### src/rtl/rbf_pkg.sv
package rbf_pkg;
    localparam int LIDX_W    = 4;
    localparam int PHYS_REGS = 30;
    localparam int PIDX_W    = $clog2(PHYS_REGS);
    localparam int MODE_W    = 5;

    localparam logic [MODE_W-1:0] MODE_USR = 5'b10000;
    localparam logic [MODE_W-1:0] MODE_FIQ = 5'b10001;
    localparam logic [MODE_W-1:0] MODE_IRQ = 5'b10010;
    localparam logic [MODE_W-1:0] MODE_SVC = 5'b10011;
    localparam logic [MODE_W-1:0] MODE_ABT = 5'b10111;
    localparam logic [MODE_W-1:0] MODE_UND = 5'b11011;
    localparam logic [MODE_W-1:0] MODE_SYS = 5'b11111;

    // physical slots: 0..14 shared, 15..19 fast r8-r12, then pairs of r13/r14
    localparam int FIQ_HI_BASE = 15;
    localparam int FIQ_SP_BASE = 20;
    localparam int IRQ_SP_BASE = 22;
    localparam int SVC_SP_BASE = 24;
    localparam int ABT_SP_BASE = 26;
    localparam int UND_SP_BASE = 28;

    typedef enum logic [2:0] {
        BANK_USR, BANK_FIQ, BANK_IRQ, BANK_SVC, BANK_ABT, BANK_UND
    } bank_e;

    function automatic bank_e mode_to_bank(input logic [MODE_W-1:0] m);
        case (m)
            MODE_FIQ: return BANK_FIQ;
            MODE_IRQ: return BANK_IRQ;
            MODE_SVC: return BANK_SVC;
            MODE_ABT: return BANK_ABT;
            MODE_UND: return BANK_UND;
            default:  return BANK_USR;
        endcase
    endfunction
endpackage

### src/rtl/rbf_mode_map.sv
module rbf_mode_map
    import rbf_pkg::*;
(
    input  logic [MODE_W-1:0] mode_i,
    input  logic [LIDX_W-1:0] lidx_i,
    output logic [PIDX_W-1:0] pidx_o,
    output logic              is_pc_o
);
    bank_e bank;
    int    slot;

    always_comb begin
        bank    = mode_to_bank(mode_i);
        is_pc_o = (lidx_i == 4'd15);
        slot    = int'(lidx_i);
        if (lidx_i >= 4'd8 && lidx_i <= 4'd12) begin
            if (bank == BANK_FIQ) slot = FIQ_HI_BASE + int'(lidx_i) - 8;
        end else if (lidx_i == 4'd13 || lidx_i == 4'd14) begin
            case (bank)
                BANK_FIQ: slot = FIQ_SP_BASE + int'(lidx_i) - 13;
                BANK_IRQ: slot = IRQ_SP_BASE + int'(lidx_i) - 13;
                BANK_SVC: slot = SVC_SP_BASE + int'(lidx_i) - 13;
                BANK_ABT: slot = ABT_SP_BASE + int'(lidx_i) - 13;
                BANK_UND: slot = UND_SP_BASE + int'(lidx_i) - 13;
                default:  slot = int'(lidx_i);
            endcase
        end else if (is_pc_o) begin
            slot = 0;
        end
        pidx_o = PIDX_W'(slot);
    end
endmodule

### src/rtl/rbf_regs.sv
module rbf_regs
    import rbf_pkg::*;
#(
    parameter int DATA_W = 32
) (
    input  logic              clk,
    input  logic              rst_n,
    input  logic              wr_en_i,
    input  logic [PIDX_W-1:0] wr_pidx_i,
    input  logic [DATA_W-1:0] wr_data_i,
    input  logic              exc_en_i,
    input  logic [PIDX_W-1:0] exc_pidx_i,
    input  logic [DATA_W-1:0] exc_data_i,
    input  logic [PIDX_W-1:0] rd_a_pidx_i,
    input  logic [PIDX_W-1:0] rd_b_pidx_i,
    output logic [DATA_W-1:0] rd_a_data_o,
    output logic [DATA_W-1:0] rd_b_data_o
);
    typedef struct packed {
        logic [PHYS_REGS-1:0][DATA_W-1:0] r;
    } regs_t;

    regs_t regs_d, regs_q;

    always_comb begin
        regs_d = regs_q;
        if (wr_en_i)  regs_d.r[wr_pidx_i]  = wr_data_i;
        if (exc_en_i) regs_d.r[exc_pidx_i] = exc_data_i;
    end

    always_ff @(posedge clk) begin
        if (!rst_n) regs_q <= '0;
        else        regs_q <= regs_d;
    end

    assign rd_a_data_o = regs_q.r[rd_a_pidx_i];
    assign rd_b_data_o = regs_q.r[rd_b_pidx_i];


    exc_lr_write_chk: assert property (@(posedge clk) disable iff (!rst_n)
        exc_en_i |=> regs_q.r[$past(exc_pidx_i)] == $past(exc_data_i));


    port_write_chk: assert property (@(posedge clk) disable iff (!rst_n)
        (wr_en_i && !(exc_en_i && exc_pidx_i == wr_pidx_i))
        |=> regs_q.r[$past(wr_pidx_i)] == $past(wr_data_i));
endmodule

### src/rtl/rbf_pc.sv
module rbf_pc #(
    parameter int                DATA_W   = 32,
    parameter logic [DATA_W-1:0] RESET_PC = '0
) (
    input  logic              clk,
    input  logic              rst_n,
    input  logic              load_i,
    input  logic [DATA_W-1:0] load_val_i,
    input  logic              step_i,
    output logic [DATA_W-1:0] pc_o
);
    localparam logic [DATA_W-1:0] WORD_BYTES = DATA_W'(4);

    typedef struct packed {
        logic [DATA_W-1:0] pc;
    } pc_state_t;

    pc_state_t st_d, st_q;

    always_comb begin
        st_d = st_q;
        if (load_i)      st_d.pc = load_val_i;
        else if (step_i) st_d.pc = st_q.pc + WORD_BYTES;
    end

    always_ff @(posedge clk) begin
        if (!rst_n) st_q.pc <= RESET_PC;
        else        st_q    <= st_d;
    end

    assign pc_o = st_q.pc;


    pc_load_chk: assert property (@(posedge clk) disable iff (!rst_n)
        load_i |=> pc_o == $past(load_val_i));


    pc_step_chk: assert property (@(posedge clk) disable iff (!rst_n)
        (step_i && !load_i) |=> pc_o == $past(pc_o) + WORD_BYTES);


    pc_hold_chk: assert property (@(posedge clk) disable iff (!rst_n)
        (!step_i && !load_i) |=> $stable(pc_o));
endmodule

### src/rtl/rbf_banked_regfile.sv
module rbf_banked_regfile
    import rbf_pkg::*;
#(
    parameter int                DATA_W   = 32,
    parameter logic [DATA_W-1:0] RESET_PC = '0
) (
    input  logic              clk,
    input  logic              rst_n,
    input  logic [4:0]        mode_i,
    input  logic [3:0]        rd_a_idx_i,
    output logic [DATA_W-1:0] rd_a_data_o,
    input  logic [3:0]        rd_b_idx_i,
    output logic [DATA_W-1:0] rd_b_data_o,
    input  logic              wr_en_i,
    input  logic [3:0]        wr_idx_i,
    input  logic [DATA_W-1:0] wr_data_i,
    input  logic              step_i,
    input  logic              exc_en_i,
    input  logic [4:0]        exc_mode_i,
    input  logic [DATA_W-1:0] exc_ret_i,
    output logic [DATA_W-1:0] fetch_addr_o
);
    localparam logic [DATA_W-1:0] PC_READ_OFS = DATA_W'(8);
    localparam logic [LIDX_W-1:0] LR_IDX      = LIDX_W'(14);

    logic [PIDX_W-1:0] a_pidx, b_pidx, w_pidx, x_pidx;
    logic              a_pc, b_pc, w_pc, x_pc;
    logic [DATA_W-1:0] a_reg, b_reg, pc_q, pc_read;

    rbf_mode_map map_a_i (.mode_i(mode_i),     .lidx_i(rd_a_idx_i), .pidx_o(a_pidx), .is_pc_o(a_pc));
    rbf_mode_map map_b_i (.mode_i(mode_i),     .lidx_i(rd_b_idx_i), .pidx_o(b_pidx), .is_pc_o(b_pc));
    rbf_mode_map map_w_i (.mode_i(mode_i),     .lidx_i(wr_idx_i),   .pidx_o(w_pidx), .is_pc_o(w_pc));
    rbf_mode_map map_x_i (.mode_i(exc_mode_i), .lidx_i(LR_IDX),     .pidx_o(x_pidx), .is_pc_o(x_pc));

    rbf_regs #(.DATA_W(DATA_W)) regs_i (
        .clk        (clk),
        .rst_n      (rst_n),
        .wr_en_i    (wr_en_i && !w_pc),
        .wr_pidx_i  (w_pidx),
        .wr_data_i  (wr_data_i),
        .exc_en_i   (exc_en_i && !x_pc),
        .exc_pidx_i (x_pidx),
        .exc_data_i (exc_ret_i),
        .rd_a_pidx_i(a_pidx),
        .rd_b_pidx_i(b_pidx),
        .rd_a_data_o(a_reg),
        .rd_b_data_o(b_reg)
    );

    rbf_pc #(.DATA_W(DATA_W), .RESET_PC(RESET_PC)) pc_i (
        .clk       (clk),
        .rst_n     (rst_n),
        .load_i    (wr_en_i && w_pc),
        .load_val_i(wr_data_i),
        .step_i    (step_i),
        .pc_o      (pc_q)
    );

    assign pc_read      = pc_q + PC_READ_OFS;
    assign rd_a_data_o  = a_pc ? pc_read : a_reg;
    assign rd_b_data_o  = b_pc ? pc_read : b_reg;
    assign fetch_addr_o = pc_q;


    pc_read_a_chk: assert property (@(posedge clk) disable iff (!rst_n)
        (rd_a_idx_i == 4'd15) |-> rd_a_data_o == fetch_addr_o + PC_READ_OFS);


    pc_read_b_chk: assert property (@(posedge clk) disable iff (!rst_n)
        (rd_b_idx_i == 4'd15) |-> rd_b_data_o == fetch_addr_o + PC_READ_OFS);


    low_shared_chk: assert property (@(posedge clk) disable iff (!rst_n)
        (wr_en_i && wr_idx_i < 4'd8 && rd_a_idx_i == wr_idx_i)
        |=> (rd_a_idx_i != $past(rd_a_idx_i) || exc_en_i) || rd_a_data_o == $past(wr_data_i)
            || $past(exc_en_i));
endmodule

### config.mk
export PLATFORM = sky130hd
export DESIGN_NAME = rbf_banked_regfile
export DESIGN_NICKNAME = d
export VERILOG_FILES = /design/src/rtl/rbf_pkg.sv /design/src/rtl/rbf_mode_map.sv /design/src/rtl/rbf_regs.sv /design/src/rtl/rbf_pc.sv /design/src/rtl/rbf_banked_regfile.sv
export SDC_FILE = /design/constraint.sdc
export NUM_CORES = 2
export LEC_CHECK = 0
export ABC_CLOCK_PERIOD_IN_PS = 7000
export BUFFER_PORTS_ARGS = -buffer_cell sky130_fd_sc_hd__buf_2
export CORE_ASPECT_RATIO = 1.5
export CORE_MARGIN = 1
export CORE_UTILIZATION = 40
export DETAILED_ROUTE_END_ITERATION = 10
export PLACE_DENSITY = 0.55
export SLEW_MARGIN = 25
export SYNTH_ARGS = -nofsm -noshare
export SYNTH_HDL_FRONTEND = slang
export SYNTH_HIERARCHICAL = 1
export SYNTH_SLANG_ARGS = --single-unit
### constraint.sdc
create_clock -name clk -period 7 [get_ports clk]
set_clock_uncertainty 0.15 [all_clocks]
set_input_delay 1.4 -clock clk [delete_from_list [all_inputs] [get_ports clk]]
set_output_delay 1.4 -clock clk [all_outputs]
set_load 0.005 [all_outputs]
==> qor.yml <==
timing:
  finalSetupViolations: 0
  hold_ws_ns: 0.350
  worst_slew_pin_slew_ns: 1.16
  rsz0062_at_grt: "false"
  max_slew_margin: 0.230
  tns_ns: 0
  fin_crit_sh: 0.991
  slew_violations: 0
  max_freq_mhz: 144
  finalHoldViolCount: 0
  period_minus_slack_ns: 6.94
critical_path:
  crit_buf_inv: 6
  cp_cell_sequence: "buf_2 > inv_1 > ha_1 > nand2b_1 > o21ai_0 > a22oi_1 > o22ai_4 > buf_4 > buf_4 > and2_2 > buf_4 > nand2_1 > nand3_1 > nand4_1 > mux2_2 > buf_2"
  end_kind: "output pin"
  worst-path-max-fanout: 14
  critPathLaunchType: "input port"
  cp_slowest_cell: "o22ai_4"
  worstPathArrival_ns: 5.39
  cp_top_family: "buffers and inverters"
  criticalPathCategory: "input port to output pin"
  crit_required_ns: 5.45
  crit_path_frequent_cell: "buf_4"
  max_stage_delay_ns: 0.55
worst_hold_path:
  hold_path.class: "flip-flop to flip-flop"
drt:
  wl_per_cell_um: 32.3
  drc: 0
  via_per_inst: 6.88
  met3_length_mm: 32.2
  firstDrtPassIters: 8
  vias: 66300
  route.met2.wl_mm: 138
  dr.max_layer_used: "met5"
  drt-total-wl_mm: 311
  drt_iter0_markers: 8563
  wl_met1_mm: 113
  ant_nets: 0
synthesis:
  synth.most_common_cell: "nor2_1"
  ys_ff_latch: 992
  synth_edf_count: 0
  synth_ff_type: "dfxtp_1"
  synth_top_cell_by_area: "dfxtp_1"
  ys_warn_count: 6
  syn-mean-instance-area_um2: 8.19
  synth.area.top_cells: "dfxtp_1, mux2i_1, a311oi_1"
  netlist_area_mm2: 0.0644
  synthCells: 7863
  async_reset_ff_frac: 0
  yosysTopAreaCellShare: 0.309
  synth_cell_types: 75
  ys_seq_area_frac: 0.309
  post_synth_most_frequent_cells: "nor2_1, mux2i_1, dfxtp_1, nand2_1, clkbuf_1"
clock_tree:
  post-cts-setup-buffer-count: 0
  cts_sinks: 992
  cts_made_buffers: 101
  clkTransAtPathRegs_ns: 0.06
  cts_resized: 0
  ctsHtreeMaxLevel: 3
  clkLatencyLatePin_ns: 0.76
  clockBufferDepth: 3
  root_buffer: "clkbuf_16"
  ctsHoldBuffers: 0
  cts_tree: "built"
power_and_ir_drop:
  switching_share: 0.325
  seqPwrFrac: 0.395
  combPwrFrac: 0.204
  intPower_mw: 10.1
  p_sw_mw: 4.87
  ir_worst_vdd_uv: 189
  p_leak_nw: 25.5
  powerDensity_mw_per_mm2: 212
  clkPwrFrac: 0.401
  power_mw: 15.0
global_route:
  grt_start_max_net_pins: 189
  grt_pass1_vias: 62200
  grt_first_pass_wirelength_mm: 439
  antenna_found_initial: 24
  track_usage: 0.366
  grt_overflow: 0
placement:
  gp_congestion: 1.01
  place_area_mm2: 0.0671
  place_inst: 9434
  numPortBuffers: 186
  hpwl_mm: 193
finish:
  layout-drive-gt1-share: 0.126
  layout.nets: 7573
  areaGrowthSynthToFinish_pct: 10.0
  fin_area_mm2: 0.0708
  fin_cells: 9633
die:
  die_y_um: 493
  pin_count: 187
  coreArea_mm2: 0.159
  dieArea_mm2: 0.163
  rows: 179
  die_x_um: 330
  initial_core_util: 0.404
job:
  drv_cap: 0
run_status:
  status: "completed"
[per-stage QoR]
step / setup WS [ns] / util
floorplan: 1.30 / -
global placement: 0.362 / 0.421
detailed placement: 0.314 / 0.422
CTS: 0.307 / 0.444
global route: 0.0610 / 0.445
finish: 0.0633 / 0.445
[final timing paths]
| path | cells past startpoint | start | to | slack, ns |
|---|---|---|---|---|
| setup / recovery | 16 | rd_a_idx_i[0] | rd_a_data_o[1] | 0.06 |
| hold / removal | 2 | regs_i/regs_q[641]$_SDFF_PN0_ | regs_i/regs_q[641]$_SDFF_PN0_ | 0.35 |
| setup reg to reg | 5 | pc_i/pc_o[2]$_SDFFE_PN0N_ | pc_i/pc_o[22]$_SDFFE_PN0N_ | 4.16 |
| hold reg to reg | 2 | regs_i/regs_q[641]$_SDFF_PN0_ | regs_i/regs_q[641]$_SDFF_PN0_ | 0.35 |
[sequential cells by signal, indices dropped and copies added (netlist names)]
signal,count
regs_i/regs_q,960
pc_i/pc_o,32
[cells in the final DEF, fill, tap and decap left out, types with 27 or more instances in the layout]
cell,Yosys,layout
a211oi_1,424,424
a21oi_1,169,169
a22oi_1,189,189
a311oi_1,545,545
a31oi_1,49,46
buf_12,6,64
buf_2,255,186
buf_4,13,206
clkbuf_16,0,103
clkinv_2,0,29
conb_1,2,27
dfxtp_1,992,992
mux2i_1,1086,1086
mux4_2,145,145
nand2_1,749,715
nand3_1,444,440
nand4_1,106,106
nor2_1,1122,1116
o21ai_0,360,360
o22ai_1,71,69
[layer usage]
layer,GRT usage,vias to the layer above
li1,-,28300
met1,0.427,32300
met2,0.575,4406
met3,0.0895,1301
met4,0.284,24
met5,0,-
[power groups by stage]
stage,clock network [mW],registers (mW),logic [mW]
floorplan,0,6.01,1.72
global placement,0,6.05,2.90
detailed placement,0,6.05,2.92
CTS,6.05,5.92,2.93
global route,6.25,5.94,3.12
finish,6.03,5.93,3.06
[worst register-to-register path: stages (launching register included)]
cell and delay (ns):
dfxtp_1 0.61, ha_1 0.61, and2_1 0.48, nand2b_1 0.32, or3_1 0.39, a211oi_1 0.19
[cell families (layout without fill, tap and decap cells)]
family | Yosys count | after routing | share of synthesized area
AO/OA/AOI/OAI | 1905 | 1905 | 0.211
XOR/XNOR | 21 | 21 | 0.00286
adder cells (fa/ha/maj) | 22 | 22 | 0.00428
buffers and inverters | 1015 | 673 | 0.0688
flip-flops | 992 | 992 | 0.309
multiplexers | 1240 | 1240 | 0.221
other | 2 | 33 | 0.000117
AND/OR/NAND/NOR | 2666 | 2666 | 0.183
[area by class of cell]
class,instances,area (µm²)
fill,15600,88400
antenna,6,15.0
clock inverter,59,674
multi-input combinational,5881,40900
clock buffer,130,2860
timing repair buffer,458,3810
inverter,26,105
sequential,992,19900
tap,2081,2600
(Power assumes the default switching activity.)
